===== src/rtl/ow_slot_pkg.sv =====
package ow_slot_pkg;
  typedef enum logic [1:0] {
    ST_IDLE = 2'd0,
    ST_LOW  = 2'd1,
    ST_REL  = 2'd2,
    ST_REC  = 2'd3
  } slot_st_t;

  localparam logic [1:0] KIND_W0 = 2'b00;
  localparam logic [1:0] KIND_W1 = 2'b01;

  function automatic int max3(input int a, input int b, input int c);
    int m;
    m = (a > b) ? a : b;
    return (m > c) ? m : c;
  endfunction
endpackage


===== src/rtl/ow_us_prescaler.sv =====
module ow_us_prescaler #(
  parameter int CYC_PER_US = 100
) (
  input  logic clk,
  input  logic rst,
  input  logic run,
  output logic tick
);
  localparam int PW = (CYC_PER_US > 1) ? $clog2(CYC_PER_US) : 1;
  localparam logic [PW-1:0] LAST = PW'(CYC_PER_US - 1);

  logic [PW-1:0] cnt;

  always_ff @(posedge clk) begin
    if (rst || !run) cnt <= '0;
    else if (cnt == LAST) cnt <= '0;
    else cnt <= cnt + 1'b1;
  end

  assign tick = run && (cnt == LAST);
endmodule


===== src/rtl/ow_bus_sync.sv =====
module ow_bus_sync #(
  parameter int STAGES = 2
) (
  input  logic clk,
  input  logic rst,
  input  logic d,
  output logic q
);
  logic [STAGES-1:0] chain;

  generate
    for (genvar g = 0; g < STAGES; g++) begin : g_stage
      if (g == 0) begin : g_first
        always_ff @(posedge clk) begin
          if (rst) chain[0] <= 1'b1;
          else chain[0] <= d;
        end
      end else begin : g_next
        always_ff @(posedge clk) begin
          if (rst) chain[g] <= 1'b1;
          else chain[g] <= chain[g-1];
        end
      end
    end
  endgenerate

  assign q = chain[STAGES-1];
endmodule


===== src/rtl/ow_slot_ctrl.sv =====
module ow_slot_ctrl
  import ow_slot_pkg::*;
#(
  parameter int REG_SLOT_US = 70,
  parameter int REG_W1_US   = 6,
  parameter int REG_W0_US   = 64,
  parameter int REG_RD_US   = 6,
  parameter int REG_SMP_US  = 12,
  parameter int REG_REC_US  = 5,
  parameter int OD_SLOT_US  = 10,
  parameter int OD_W1_US    = 1,
  parameter int OD_W0_US    = 8,
  parameter int OD_RD_US    = 1,
  parameter int OD_SMP_US   = 2,
  parameter int OD_REC_US   = 2
) (
  input  logic       clk,
  input  logic       rst,
  input  logic       tick,
  input  logic       start,
  input  logic [1:0] slot_kind,
  input  logic       od_speed,
  input  logic       line_q,
  output logic       running,
  output logic       busy,
  output logic       done,
  output logic       rx_bit,
  output logic       drive_low
);
  localparam int UMAX = max3(REG_SLOT_US, OD_SLOT_US, max3(REG_REC_US, OD_REC_US, 1));
  localparam int UW   = $clog2(UMAX + 2);

  slot_st_t        state;
  logic [UW-1:0]   us_cnt;
  logic [UW-1:0]   us_nxt;
  logic [1:0]      kind_q;
  logic            spd_q;
  logic            samp_q;
  logic [UW-1:0]   low_us, slot_us, rec_us, smp_us;
  logic            is_read;

  assign is_read = kind_q[1];
  assign us_nxt  = us_cnt + 1'b1;
  assign running = (state != ST_IDLE);

  // Window selection: the speed picks a timing set, the kind picks the low time
  always_comb begin
    if (spd_q) begin
      slot_us = UW'(OD_SLOT_US);
      rec_us  = UW'(OD_REC_US);
      smp_us  = UW'(OD_SMP_US);
      if (kind_q == KIND_W0)      low_us = UW'(OD_W0_US);
      else if (kind_q == KIND_W1) low_us = UW'(OD_W1_US);
      else                        low_us = UW'(OD_RD_US);
    end else begin
      slot_us = UW'(REG_SLOT_US);
      rec_us  = UW'(REG_REC_US);
      smp_us  = UW'(REG_SMP_US);
      if (kind_q == KIND_W0)      low_us = UW'(REG_W0_US);
      else if (kind_q == KIND_W1) low_us = UW'(REG_W1_US);
      else                        low_us = UW'(REG_RD_US);
    end
  end

  always_ff @(posedge clk) begin
    if (rst) begin
      state     <= ST_IDLE;
      us_cnt    <= '0;
      kind_q    <= KIND_W1;
      spd_q     <= 1'b0;
      busy      <= 1'b0;
      done      <= 1'b0;
      rx_bit    <= 1'b0;
      drive_low <= 1'b0;
    end else begin
      done <= 1'b0;
      unique case (state)
        ST_IDLE: begin
          if (start) begin
            kind_q    <= slot_kind;
            spd_q     <= od_speed;
            us_cnt    <= '0;
            busy      <= 1'b1;
            drive_low <= 1'b1;
            state     <= ST_LOW;
          end
        end
        ST_LOW: begin
          if (tick) begin
            us_cnt <= us_nxt;
            if (us_nxt == low_us) begin
              drive_low <= 1'b0;
              state     <= ST_REL;
            end
          end
        end
        ST_REL: begin
          if (tick) begin
            us_cnt <= us_nxt;
            if (us_nxt == slot_us) begin
              us_cnt <= '0;
              state  <= ST_REC;
            end
          end
        end
        ST_REC: begin
          if (tick) begin
            us_cnt <= us_nxt;
            if (us_nxt == rec_us) begin
              state <= ST_IDLE;
              busy  <= 1'b0;
              done  <= 1'b1;
              if (is_read) rx_bit <= samp_q;
            end
          end
        end
        default: state <= ST_IDLE;
      endcase
    end
  end

  // Data-valid sample point, counted from the slot start
  always_ff @(posedge clk) begin
    if (rst) samp_q <= 1'b1;
    else if (tick && is_read && (state == ST_LOW || state == ST_REL) && us_nxt == smp_us)
      samp_q <= line_q;
  end

  // a strobe during a running slot leaves the captured request unchanged
  a_r8_ignore_busy_start: assert property (@(posedge clk) disable iff (rst)
    (busy && start) |=> ($stable(kind_q) && $stable(spd_q)));

  // done lasts a single cycle
  a_r6_done_single: assert property (@(posedge clk) disable iff (rst)
    done |=> !done);

  // busy is low when done is reported
  a_r7_done_not_busy: assert property (@(posedge clk) disable iff (rst)
    done |-> !busy);

  // after the release, the line stays released for the rest of the slot
  a_r4_no_relow: assert property (@(posedge clk) disable iff (rst)
    (state == ST_REL || state == ST_REC) |-> !drive_low);
endmodule


===== src/rtl/ow_bit_slot.sv =====
module ow_bit_slot #(
  parameter int CLK_HZ      = 100_000_000,
  parameter int SYNC_STAGES = 2,
  parameter int REG_SLOT_US = 70,
  parameter int REG_W1_US   = 6,
  parameter int REG_W0_US   = 64,
  parameter int REG_RD_US   = 6,
  parameter int REG_SMP_US  = 12,
  parameter int REG_REC_US  = 5,
  parameter int OD_SLOT_US  = 10,
  parameter int OD_W1_US    = 1,
  parameter int OD_W0_US    = 8,
  parameter int OD_RD_US    = 1,
  parameter int OD_SMP_US   = 2,
  parameter int OD_REC_US   = 2
) (
  input  logic       clk,
  input  logic       rst,
  input  logic       start,
  input  logic [1:0] slot_kind,
  input  logic       od_speed,
  output logic       busy,
  output logic       done,
  output logic       rx_bit,
  output logic       bus_drive_low,
  input  logic       bus_in
);
  localparam int CYC_PER_US = (CLK_HZ / 1_000_000 > 0) ? CLK_HZ / 1_000_000 : 1;

  logic tick, running, line_q;

  ow_bus_sync #(.STAGES(SYNC_STAGES)) u_sync (
    .clk(clk), .rst(rst), .d(bus_in), .q(line_q)
  );

  ow_us_prescaler #(.CYC_PER_US(CYC_PER_US)) u_pre (
    .clk(clk), .rst(rst), .run(running), .tick(tick)
  );

  ow_slot_ctrl #(
    .REG_SLOT_US(REG_SLOT_US), .REG_W1_US(REG_W1_US), .REG_W0_US(REG_W0_US),
    .REG_RD_US(REG_RD_US), .REG_SMP_US(REG_SMP_US), .REG_REC_US(REG_REC_US),
    .OD_SLOT_US(OD_SLOT_US), .OD_W1_US(OD_W1_US), .OD_W0_US(OD_W0_US),
    .OD_RD_US(OD_RD_US), .OD_SMP_US(OD_SMP_US), .OD_REC_US(OD_REC_US)
  ) u_ctrl (
    .clk(clk), .rst(rst), .tick(tick), .start(start), .slot_kind(slot_kind),
    .od_speed(od_speed), .line_q(line_q), .running(running), .busy(busy),
    .done(done), .rx_bit(rx_bit), .drive_low(bus_drive_low)
  );

  // the pull-down is only enabled inside a slot
  a_r1_drive_in_slot: assert property (@(posedge clk) disable iff (rst)
    bus_drive_low |-> busy);

  // a slot starts with busy and the line pulled low together
  a_r7_start_pair: assert property (@(posedge clk) disable iff (rst)
    $rose(busy) |-> bus_drive_low);
endmodule


===== config.mk =====
export PLATFORM = sky130hd
export DESIGN_NAME = ow_bit_slot
export DESIGN_NICKNAME = d
export VERILOG_FILES = /design/src/rtl/ow_slot_pkg.sv /design/src/rtl/ow_us_prescaler.sv /design/src/rtl/ow_bus_sync.sv /design/src/rtl/ow_slot_ctrl.sv /design/src/rtl/ow_bit_slot.sv
export SDC_FILE = /design/constraint.sdc
export NUM_CORES = 1
export LEC_CHECK = 0
export ABC_AREA = 1
export BUFFER_PORTS_ARGS = -buffer_cell sky130_fd_sc_hd__buf_2
export CAP_MARGIN = 20
export CORE_UTILIZATION = 50
export CTS_CLUSTER_DIAMETER = 80
export DETAILED_ROUTE_END_ITERATION = 8
export GPL_ROUTABILITY_DRIVEN = 0
export PLACE_DENSITY = 0.78
export SYNTH_ARGS = -nofsm -noshare
export SYNTH_HDL_FRONTEND = slang
export SYNTH_SLANG_ARGS = --single-unit
export TNS_END_PERCENT = 10

===== constraint.sdc =====
create_clock -name clk -period 3.1 [get_ports clk]
set_clock_uncertainty 0.1 [all_clocks]
set_input_delay 0.62 -clock clk [delete_from_list [all_inputs] [get_ports clk]]
set_output_delay 0.62 -clock clk [all_outputs]
set_load 0.01 [all_outputs]

# After elaboration in Yosys (flattened, before gate mapping)

Index checks and enable logic that the tools add are counted.

Register bits after elaboration: 26
Latch bits: 0
Bits in writable memories: 0
ROM bits: 0
Input bits: 7
Output and inout port bits: 4
Memories: 0

Add/sub/neg operators: 2
Multiply operators: 0
Div/mod/pow operators: 0
$lt $le $gt $ge: 0
Equal/unequal tests: 16
Shift operators: 0
Muxes and demuxes: 27
Bitwise gates (word level): 2
Reduce and logical (&&, ||, !) cells: 21

Operators with widths:

| cell                                                             | count |
|---|---|
| 7-bit two-way mux                                                | 7 |
| 7-bit case mux with 3 select lines                               | 1 |
| 7-bit by 1-bit adder with 7-bit output (second input constant)   | 2 |
| 7-bit == test                                                    | 2 |
| 2-bit two-way mux                                                | 7 |
| 2-bit by 1-bit != test with 1-bit output (second input constant) | 7 |
| 4-bit AND reduction                                              | 3 |
| 4-bit two-way mux                                                | 2 |
| 2-bit case mux with 4 select lines                               | 1 |
| 7-bit by 3-bit == test with 1-bit output                         | 1 |
| 7-bit by 4-bit == test with 1-bit output                         | 1 |
| 7-bit == test (second input constant)                            | 1 |
| 7-bit AND reduction                                              | 1 |
| 1-bit two-way mux                                                | 6 |
| 2-bit nonzero test                                               | 3 |
| 2-bit == test (second input constant)                            | 2 |
| 1-bit logical AND                                                | 4 |
| 2-bit zero test                                                  | 2 |
| 1-bit case mux with 2 select lines                               | 2 |
| 2-bit OR reduction                                               | 2 |
| 3-bit two-way mux                                                | 1 |
| 3-bit AND reduction                                              | 1 |
| 3-bit OR reduction                                               | 1 |
| 2-bit by 1-bit == test with 1-bit output (second input constant) | 1 |
| other kinds (5)                                                  | 7 |

# Depth between registers and ports, before layout

Gate-level depths: netlist (run 1).

Depth in word-level cells: 7
Mapped depth: 14
Depth with buffers taken out: 14

# Cells and area by module

A second synthesis (run 1) with hierarchy kept.

Cell total of the unflattened synthesis: 263
Area, all modules: 1,667.8 um^2

Modules (own cells, without submodules):

| module          | instances | cells each | area an instance (um^2) | sequential area each (um^2) |
|---|---|---|---|---|
| ow_slot_ctrl    | 1         | 207        | 1,252.5                 | 340.3 |
| ow_us_prescaler | 1         | 49         | 356.6                   | 140.1 |
| ow_bus_sync     | 1         | 7          | 58.8                    | 40.0 |

# Worst setup path after synthesis (run 1)

OpenSTA, ideal clock, no wires.

Path kind: flip-flop to flip-flop
From: register u_ctrl.us_cnt[1]
To: register u_ctrl.state[0]
Setup time: 0.064 ns
Data arrival time: 1.710 ns
Path slack: 1.227 ns
Stages on the path, launching flop included: 15
Clock period less this slack: 1.873 ns
Cells stage by stage: dfxtp_1 inv_1 ha_1 inv_1 nor2_1 nand2_1 nand2_1 nand2_1 nor2_4 nand2_2 a21oi_4 nand3_2 nand2_1 inv_1 nor2_1

Longest elaborated chain between the ends: 4
Elaborated cells on any way between the ends: 8

Ends and longest elaborated chain:

| what                                                      | RTL line            | source |
|---|---|---|
| from (decl)                                               | ow_slot_ctrl.sv:34  | `logic [UW-1:0] us_cnt;` |
| from (signal assigned)                                    | ow_slot_ctrl.sv:90  | `us_cnt <= us_nxt;` |
| from (signal assigned)                                    | ow_slot_ctrl.sv:99  | `us_cnt <= us_nxt;` |
| from (signal assigned)                                    | ow_slot_ctrl.sv:108 | `us_cnt <= us_nxt;` |
| 7-bit by 1-bit adder with 7-bit output (*)                | ow_slot_ctrl.sv:43  | `assign us_nxt = us_cnt + 1'b1;` |
| 7-bit == test, or another cell as far along               | ow_slot_ctrl.sv:100 | `if (us_nxt == slot_us) begin` |
| 2-bit by 1-bit != test with 1-bit output (no source line) | -                   |  |
| 7-bit AND reduction (no source line) (*)                  | -                   |  |
| to (signal assigned)                                      | ow_slot_ctrl.sv:102 | `state <= ST_REC;` |
| to (signal assigned)                                      | ow_slot_ctrl.sv:110 | `state <= ST_IDLE;` |
| to (signal assigned)                                      | ow_slot_ctrl.sv:117 | `default: state <= ST_IDLE;` |
| to (decl)                                                 | ow_slot_ctrl.sv:33  | `slot_st_t state;` |

Mark *: on every way between the ends. The rest lies on a longest branch, timed or not.
A chain may end at the register's enable or synchronous reset.

# Worst setup path in the final report (run 1)

From: register u_ctrl.us_cnt[0]
To: register u_ctrl.us_cnt[1]

Longest elaborated chain between the ends: 5
Elaborated cells on any way between the ends: 6

Ends and longest elaborated chain:

| what                                       | RTL line            | source |
|---|---|---|
| 7-bit by 1-bit adder with 7-bit output (*) | ow_slot_ctrl.sv:43  |  |
| 7-bit == test                              | ow_slot_ctrl.sv:100 |  |
| 7-bit two-way mux                          | ow_slot_ctrl.sv:100 |  |
| 7-bit two-way mux                          | ow_slot_ctrl.sv:98  | `if (tick) begin` |
| 7-bit case mux with 3 select lines (*)     | ow_slot_ctrl.sv:77  | `unique case (state)` |

Mark *: on every way between the ends. The rest lies on a longest branch, timed or not. The select of a mux whose other input is x is not followed.

==> impl_metrics.py, run 1 <==
metrics = {
    "logic_synthesis": {
        "synthesis.nets": 247,
        "avgSynthCellArea_um2": 6.79,
        "synth_cell_types": 25,
        "ys_seq_elements": 26,
        "synth_top_area_share_pct": 33.0,
        "synth_edf_count": 0,
        "ys_seq_area_share_pct": 33.0,
        "ys.flop_type": "dfxtp_1",
        "async_reset_ff_share_pct": 0,
        "yosysWarnings": 0,
        "synth_most_common_cell": "nand2_1",
        "synth.cells.most_frequent": "nand2_1 (55), inv_1 (31), dfxtp_1 (26)",
        "postSynthCellCount": 232,
        "synth_area_leader_cell": "dfxtp_1",
        "ys_top_cells_by_area": "dfxtp_1 (33%), nand2_1 (13%), inv_1 (7.4%)",
        "synth_area_um2": 1580,
    },
    "die": {
        "fp.dieW_um": 58.1,
        "dieArea_um2": 3380,
        "start_util_pct": 52.0,
        "core_um2": 3030,
        "ios": 11,
        "die_y_um": 58.1,
        "std_cell_rows": 20,
    },
    "timing": {
        "max_freq_mhz": 456,
        "setup_tns_ns": 0,
        "setup_ws_ns": 0.907,
        "worstMarginPinSlew_ns": 0.383,
        "relSlewSlack_pct": 74.5,
        "rsz0062_at_grt": "false",
        "fin_crit_sh_pct": 70.8,
        "setup_viol": 0,
        "fin_crit_ns": 2.19,
        "slew_viol_final": 0,
        "hold_violations": 0,
    },
    "finish": {
        "nFillCells": 312,
        "syn2layout_area_growth_pct": 6.28,
        "fin_nets": 258,
        "antenna_cells": 0,
        "drive_above_1_share_pct": 14.9,
        "fin_area_um2": 1670,
        "multiInputGateArea_um2": 902,
        "seqCellArea_um2": 520,
        "fin_cells": 285,
    },
    "global_route": {
        "grt_overflow_total": 0,
        "track_usage_pct": 20.7,
        "grt_pass1_vias": 1297,
        "grt_max_degree": 14,
        "antenna_found_initial": 0,
        "grt_pass1_wl_um": 5430,
    },
    "drt": {
        "drt-initial-drc-count": 50,
        "drc": 0,
        "dr.pass1.iters": 4,
        "ant_nets": 0,
        "routed_wl_um": 3110,
        "vias": 1426,
        "wl_per_cell_um": 10.9,
        "vias_per_cell": 5.00,
    },
    "setup_path": {
        "startpoint_type": "flop",
        "crit_chain": "ha_1 > nand3_2 > nor2_1 > nand2_1 > nand2_2 > nand2_1 > nand2_1 > nand3_1 > nand2_2 > nand2_2 > nand3_1 > a21oi_1",
        "cp_slowest_stage_delay_ns": 0.57,
        "crit_path_top_delay_cell": "dfxtp_1",
        "crit_buf_inv": 0,
        "arrival_ns": 2.31,
        "critPathMaxFanout": 12,
        "cp.required_ns": 3.21,
        "cp-end-kind": "flop",
        "path_class": "reg -> reg",
        "cp_top_family": "simple AND/OR/NAND/NOR gates",
    },
    "placed_design": {
        "pre_cts_ws_ns": 0.944,
        "dp_hpwl_um": 2400,
        "port-buffer-count": 10,
        "dp_cells": 282,
        "dpl-instance-area_um2": 1650,
    },
    "clock_tree": {
        "clkLatencyLatePin_ns": 0.31,
        "post_cts_resized": 0,
        "cts-root-buf": "clkbuf_4",
        "htreeDepth": 1,
        "cts.clk_slew.worst_paths_ns": 0.12,
        "post-cts-setup-buffer-count": 0,
        "hold_buffers": 0,
        "clockBufferDepth": 2,
        "numCtsBuffers": 3,
        "cts.sinks": 26,
        "cts_tree": "yes",
    },
    "power_and_ir_drop": {
        "p_leak_nw": 0.715,
        "max-vdd-ir-drop_mv": 0.402,
        "power.density_nw_per_um2": 668,
    },
    "outcome": {
        "status": "completed",
    },
    "run": {
        "drv_cap": 0,
    },
    "worst_hold_path": {
        "hold_class": "reg -> reg",
    },
}
-- through the flow --
step | power [W] | utilization (%) | hold WS [ns]
2_1_floorplan | 0.000868 | - | 0.289
3_3_place_gp | 0.000980 | 54.5 | 0.305
3_5_place_dp | 0.000983 | 54.5 | 0.313
4_1_cts | 0.00113 | 55.3 | 0.340
5_1_grt | 0.00122 | 55.3 | 0.361
6_report | 0.00112 | 55.3 | 0.334
-- sequential cells by signal, indices dropped and copies added, names as in the netlist, 2 cells and up --
signal	count
u_ctrl.kind_q	2
u_ctrl.state	2
u_ctrl.us_cnt	7
u_pre.cnt	7
-- placed cells by master, fill, tap and decap left out, drive strengths merged --
master	Yosys	routed
o211ai	1	1
buf	1	10
ha	8	8
nand3	26	26
inv	33	33
clkbuf	3	3
nor3	1	1
nand2	60	60
nand3b	3	3
xnor2	2	2
o21ai	9	9
nand4	6	6
nor2	29	29
dfxtp	26	26
or2	5	5
a21oi	18	18
xor2	1	1
-- path summary, 6_finish.rpt --
path                                        from               end  slack (ns)  depth (start not counted)
worst max-delay path            u_ctrl.us_cnt[0]  u_ctrl.us_cnt[1]        0.91                         12
worst min-delay path             u_sync.chain[0]          u_sync.q        0.33                          1
worst max register to register  u_ctrl.us_cnt[0]  u_ctrl.us_cnt[1]        0.91                         12
worst min register to register   u_sync.chain[0]          u_sync.q        0.33                          1
-- layer usage --
metal  wire length, µm  track usage, %  share of wire (%)
met5                 0               0                  0
met4                18            5.44               0.58
met3                72            4.69                2.3
met2              1520            36.3                 49
met1              1500            25.6                 48
-- where the power goes --
group	internal, W	switching, W
clock	0.0000455	0.0000929
combinational	0.000179	0.000362
sequential	0.000383	0.0000549
-- final cells by class --
| class | count | area share [%] |
|---|---|---|
| multi-input cells | 169 | 53.9 |
| flip-flops and latches | 26 | 31.1 |
| inverters | 33 | 7.40 |
| well taps | 44 | 3.29 |
| repair buffers | 10 | 2.99 |
| clock buffers | 3 | 1.35 |
-- cell families after synthesis --
group	count (synthesis)	share of synthesized area (%)
AO/OA/AOI/OAI	28	10.0
XOR/XNOR	3	1.67
adder cells (fa/ha/maj)	8	6.35
buffers and inverters	37	9.69
flip-flops	26	33.0
AND/OR/NAND/NOR	130	39.2
Power figures use the tool's default switching activity.
==> run 2: changes to the inputs <==
==> constraint.sdc (replaced) <==
create_clock -name clk -period 2.3 [get_ports clk]
set_clock_uncertainty 0.1 [all_clocks]
set_input_delay 0.46 -clock clk [delete_from_list [all_inputs] [get_ports clk]]
set_output_delay 0.46 -clock clk [all_outputs]
set_load 0.01 [all_outputs]
==> run 2 against run 1 <==
Net effect:
- clock-buffer cell count stayed put
- final cell count rose by 0.70%
- total power rose by 49%
- global-route usage increased by 0.14 points
- sequential share of layout area shrank 0.90 points
- setup slack worse by 0.70 ns
- critical path type unchanged
==> impl_metrics.py, run 2 (synthesis results as in run 1) <==
metrics = {
    "outcome": {
        "status": "completed",
    },
    "timing": {
        "fin_crit_sh_pct": 90.9,
        "relSlewSlack_pct": 77.9,
        "max_freq_mhz": 478,
        "rsz0062_at_grt": "false",
        "setup_tns_ns": 0,
        "slew_viol_final": 0,
        "setup_viol": 0,
        "fin_crit_ns": 2.09,
        "worstMarginPinSlew_ns": 0.332,
        "hold_violations": 0,
    },
    "die": {
        "ios": 11,
        "die_y_um": 58.1,
        "fp.dieW_um": 58.1,
        "start_util_pct": 52.0,
        "std_cell_rows": 20,
        "dieArea_um2": 3380,
        "core_um2": 3030,
    },
    "finish": {
        "final_common_cell": "nand2_1",
        "fin_area_um2": 1720,
        "drive_above_1_share_pct": 16.0,
        "antenna_cells": 0,
        "final_cell_mix": "nand2_1 (55), inv_1 (31), dfxtp_1 (26)",
        "syn2layout_area_growth_pct": 9.45,
        "fin_nets": 259,
        "top_regs": "u_ctrl.us_cnt (7), u_pre.cnt (7)",
    },
    "setup_path": {
        "r2r_end": "u_ctrl.state[0]",
        "regToRegStartpoint": "u_ctrl.us_cnt[1]",
        "path_class": "reg -> reg",
        "critPathMaxFanout": 6,
        "arrival_ns": 2.27,
        "worstSetupEndpoint": "u_ctrl.state[0]",
        "cp-end-kind": "flop",
        "startpoint_type": "flop",
        "reg2reg_depth": 14,
        "worstSetupStartpoint": "u_ctrl.us_cnt[1]",
        "r2r_setup_slack_ns": 0.21,
        "cp.required_ns": 2.48,
    },
    "placed_design": {
        "dp_hpwl_um": 2410,
        "port-buffer-count": 10,
        "dpl-instance-area_um2": 1660,
    },
    "global_route": {
        "grt_max_degree": 16,
        "grt_pass1_vias": 1295,
        "grt_overflow_total": 0,
        "antenna_found_initial": 0,
        "track_usage_pct": 20.9,
        "grt_pass1_wl_um": 5510,
    },
    "clock_tree": {
        "numCtsBuffers": 3,
        "cts_tree": "yes",
        "hold_buffers": 0,
        "clkLatencyLatePin_ns": 0.33,
        "cts-root-buf": "clkbuf_4",
        "htreeDepth": 1,
        "cts.sinks": 26,
        "clockBufferDepth": 2,
        "cts.clk_slew.worst_paths_ns": 0.14,
    },
    "power_and_ir_drop": {
        "max-vdd-ir-drop_mv": 0.456,
        "power.density_nw_per_um2": 967,
        "p_leak_nw": 0.735,
    },
    "drt": {
        "ant_nets": 0,
        "routed_wl_um": 3190,
        "vias": 1430,
        "drc": 0,
        "dr.pass1.iters": 5,
        "wl_per_cell_um": 11.1,
        "vias_per_cell": 4.98,
        "drt-initial-drc-count": 66,
    },
    "worst_hold_path": {
        "hold_class": "in -> reg",
    },
    "run": {
        "drv_cap": 0,
    },
}
==> run 2: worst min-delay path by stage <==
stage / from / cells past startpoint / endpoint
5_1_grt: bus_in / 2 / u_sync.chain[0]
6_report: bus_in / 2 / u_sync.chain[0]
2_1_floorplan: u_sync.chain[0] / 1 / u_sync.q
4_1_cts: bus_in / 2 / u_sync.chain[0]
3_3_place_gp: u_sync.chain[0] / 1 / u_sync.q
3_5_place_dp: u_sync.chain[0] / 1 / u_sync.q
==> run 2: per-layer routing <==
metal	up-vias	global-route usage, %	share of wire, %
met3	6	3.13	3.3
met2	23	35.0	48
met5	-	0	0
li1	766	-	-
met1	635	27.1	47
met4	0	7.82	1.7
==> run 2: per-stage QoR <==
step           power, W  instances  setup slack [ns]  hold WS [ns]  util, %
2_1_floorplan   0.00117        232             0.427         0.289        -
3_3_place_gp    0.00133        283             0.232         0.302     54.8
3_5_place_dp    0.00134        283             0.181         0.318     54.8
4_1_cts         0.00166        287             0.147         0.200     56.5
5_1_grt         0.00180        287            0.0523         0.198     56.9
6_report        0.00167        287             0.208         0.205     56.9
==> run 2: layout make-up <==
type	count	area, µm²
timing repair buffer	11	57.6
inverter	33	124
fill	282	1300
multi-input combinational	169	915
clock inverter	1	30.0
sequential	26	520
clock buffer	3	22.5
tap	44	55.1
==> run 2: timing repair <==
action / in CTS / in global routing
resized for setup: 0 / 1
setup buffers: 0 / 0
endpoints found under the setup margin: 0 / 1
==> run 2: critical path: stages, from the launching register on <==
cell and delay [ns]:
dfxtp_1 0.46, inv_1 0.10, ha_4 0.29, inv_1 0.05
nor2_1 0.13, nand2_1 0.07, nand2_1 0.07, nand2_1 0.08
nor2_4 0.14, nand2_2 0.09, a21oi_4 0.16, nand3_2 0.10
nand2_1 0.06, inv_1 0.03, nor2_1 0.09
==> run 2: power breakdown <==
group	internal (W)	total [W]	switching, W	leakage, nW
sequential	0.000517	0.000578	0.0000607	0.212
clock	0.000176	0.000319	0.000143	0.0279
combinational	0.000253	0.000771	0.000518	0.495
total	0.000947	0.00167	0.000721	0.735
==> run 3: changes to the inputs <==
--- a/config.mk
+++ b/config.mk
@@ -8,11 +8,11 @@
 export ABC_AREA = 1
 export BUFFER_PORTS_ARGS = -buffer_cell sky130_fd_sc_hd__buf_2
 export CAP_MARGIN = 20
-export CORE_UTILIZATION = 50
+export CORE_UTILIZATION = 45
 export CTS_CLUSTER_DIAMETER = 80
 export DETAILED_ROUTE_END_ITERATION = 8
 export GPL_ROUTABILITY_DRIVEN = 0
-export PLACE_DENSITY = 0.78
+export PLACE_DENSITY = 0.72
 export SYNTH_ARGS = -nofsm -noshare
 export SYNTH_HDL_FRONTEND = slang
 export SYNTH_SLANG_ARGS = --single-unit
==> run 3 against run 2 <==
Net effect:
- first-iteration DRC count grew 26%
- clock power grew 1%
- via count grew 0.84%
- clock-buffer cell count is the same
- register-to-register slack gained 0.03 ns
- critical path type unchanged
- combinational power shrank 3.0%
- total power shrank 0.55%
- global-route usage shrank 1.5 points
- setup slack gained 0.031 ns
==> impl_metrics.py, run 3 (synthesis results as in run 1) <==
metrics = {
    "die": {
        "std_cell_rows": 21,
        "die_y_um": 61.2,
        "fp.dieW_um": 61.2,
        "start_util_pct": 47.2,
        "dieArea_um2": 3740,
        "ios": 11,
        "core_um2": 3340,
    },
    "placed_design": {
        "dp_cells": 285,
        "dpl-instance-area_um2": 1660,
        "port-buffer-count": 10,
        "dp_hpwl_um": 2450,
    },
    "outcome": {
        "status": "completed",
    },
    "setup_path": {
        "r2r_end": "u_ctrl.us_cnt[4]",
        "crit_chain": "ha_1 > nand3_2 > nor2_1 > nand2_1 > nand2_2 > nand2_1 > nand2_1 > nand3_1 > nand2_2 > nand2_2 > nand3b_1 > a21oi_1",
        "critPathMaxFanout": 7,
        "startpoint_type": "flop",
        "cp-end-kind": "flop",
        "crit_path_top_delay_cell": "dfxtp_2",
        "cp.required_ns": 2.43,
        "cp_slowest_stage_delay_ns": 0.42,
        "cp_top_family": "simple AND/OR/NAND/NOR gates",
        "arrival_ns": 2.19,
        "reg2reg_depth": 12,
        "r2r_setup_slack_ns": 0.24,
        "path_class": "reg -> reg",
        "crit_buf_inv": 0,
        "regToRegStartpoint": "u_ctrl.us_cnt[0]",
    },
    "timing": {
        "setup_viol": 0,
        "whs_ns": 0.202,
        "fin_crit_sh_pct": 89.6,
        "worstMarginPinSlew_ns": 0.349,
        "setup_tns_ns": 0,
        "fin_crit_ns": 2.06,
        "max_freq_mhz": 485,
        "slew_viol_final": 0,
        "hold_violations": 0,
        "rsz0062_at_grt": "false",
        "relSlewSlack_pct": 76.7,
    },
    "clock_tree": {
        "post_cts_resized": 0,
        "hold_buffers": 0,
        "clkLatencyLatePin_ns": 0.34,
        "htreeDepth": 1,
        "numCtsBuffers": 3,
        "post-cts-setup-buffer-count": 0,
        "cts.sinks": 26,
        "clockBufferDepth": 2,
        "cts.clk_slew.worst_paths_ns": 0.16,
        "cts_tree": "yes",
        "cts-root-buf": "clkbuf_4",
    },
    "global_route": {
        "grt_pass1_wl_um": 5320,
        "grt_max_degree": 16,
        "antenna_found_initial": 0,
        "grt_overflow_total": 0,
        "track_usage_pct": 19.4,
        "grt_pass1_vias": 1226,
    },
    "drt": {
        "drt-initial-drc-count": 83,
        "routed_wl_um": 3250,
        "ant_nets": 0,
        "vias": 1442,
        "wl_per_cell_um": 11.2,
        "vias_per_cell": 4.99,
        "dr.pass1.iters": 4,
        "drc": 0,
    },
    "power_and_ir_drop": {
        "power.density_nw_per_um2": 966,
        "max-vdd-ir-drop_mv": 0.661,
        "p_leak_nw": 0.735,
    },
    "finish": {
        "fin_area_um2": 1720,
        "syn2layout_area_growth_pct": 8.98,
        "fin_cells": 289,
        "top_regs": "u_ctrl.us_cnt (7), u_pre.cnt (7)",
        "final_cell_mix": "nand2_1 (55), inv_1 (31), dfxtp_1 (24)",
        "final_common_cell": "nand2_1",
        "final_core_util_pct": 51.4,
        "fin_nets": 259,
        "drive_above_1_share_pct": 16.5,
        "antenna_cells": 0,
    },
    "worst_hold_path": {
        "min_from": "bus_in",
        "whs_endpoint": "u_sync.chain[0]",
        "hold_class": "in -> reg",
        "whs_path_depth": 2,
    },
    "run": {
        "drv_cap": 0,
    },
}
-- run 3: cell counts in the layout (fill, tap and decap cells not counted) --
Identical to the previous run, type by type.
-- run 3: layout make-up --
| class | instances | area [µm²] |
|---|---|---|
| clock buffer | 3 | 22.5 |
| clock inverter | 1 | 30.0 |
| fill | 343 | 1620 |
| inverter | 33 | 124 |
| multi-input combinational | 169 | 902 |
| sequential | 26 | 523 |
| tap | 46 | 57.6 |
| timing repair buffer | 11 | 57.6 |
-- run 3: worst max path at each step --
stage                     slack, ns               end  cells past startpoint             start
final                          0.24  u_ctrl.us_cnt[4]                     12  u_ctrl.us_cnt[0]
after global routing           0.05  u_ctrl.us_cnt[4]                     12  u_ctrl.us_cnt[0]
after CTS                      0.19  u_ctrl.us_cnt[4]                     12  u_ctrl.us_cnt[0]
after detailed placement       0.21  u_ctrl.us_cnt[4]                     12  u_ctrl.us_cnt[0]
after global placement         0.26  u_ctrl.us_cnt[4]                     12  u_ctrl.us_cnt[0]
after floorplan                0.43   u_ctrl.state[0]                     14  u_ctrl.us_cnt[1]
-- run 3: power by group --
group | internal [W] | switching, W
sequential | 0.000518 | 0.0000694
combinational | 0.000249 | 0.000499
clock | 0.000176 | 0.000147
total | 0.000943 | 0.000716
-- run 3: per-stage QoR --
| step | total power, W | setup WS, ns |
|---|---|---|
| finish | 0.00166 | 0.239 |
| global route | 0.00180 | 0.0485 |
| CTS | 0.00166 | 0.194 |
| detailed placement | 0.00133 | 0.212 |
| global placement | 0.00133 | 0.259 |
| floorplan | 0.00117 | 0.427 |
-- run 3: routing by layer --
| layer | up-vias | share of wire (%) | GRT usage, % |
|---|---|---|---|
| li1 | 763 | - | - |
| met5 | - | 0 | 0 |
| met2 | 32 | 45 | 30.3 |
| met3 | 8 | 5.1 | 5.04 |
| met4 | 0 | 2.0 | 7.47 |
| met1 | 639 | 48 | 25.7 |
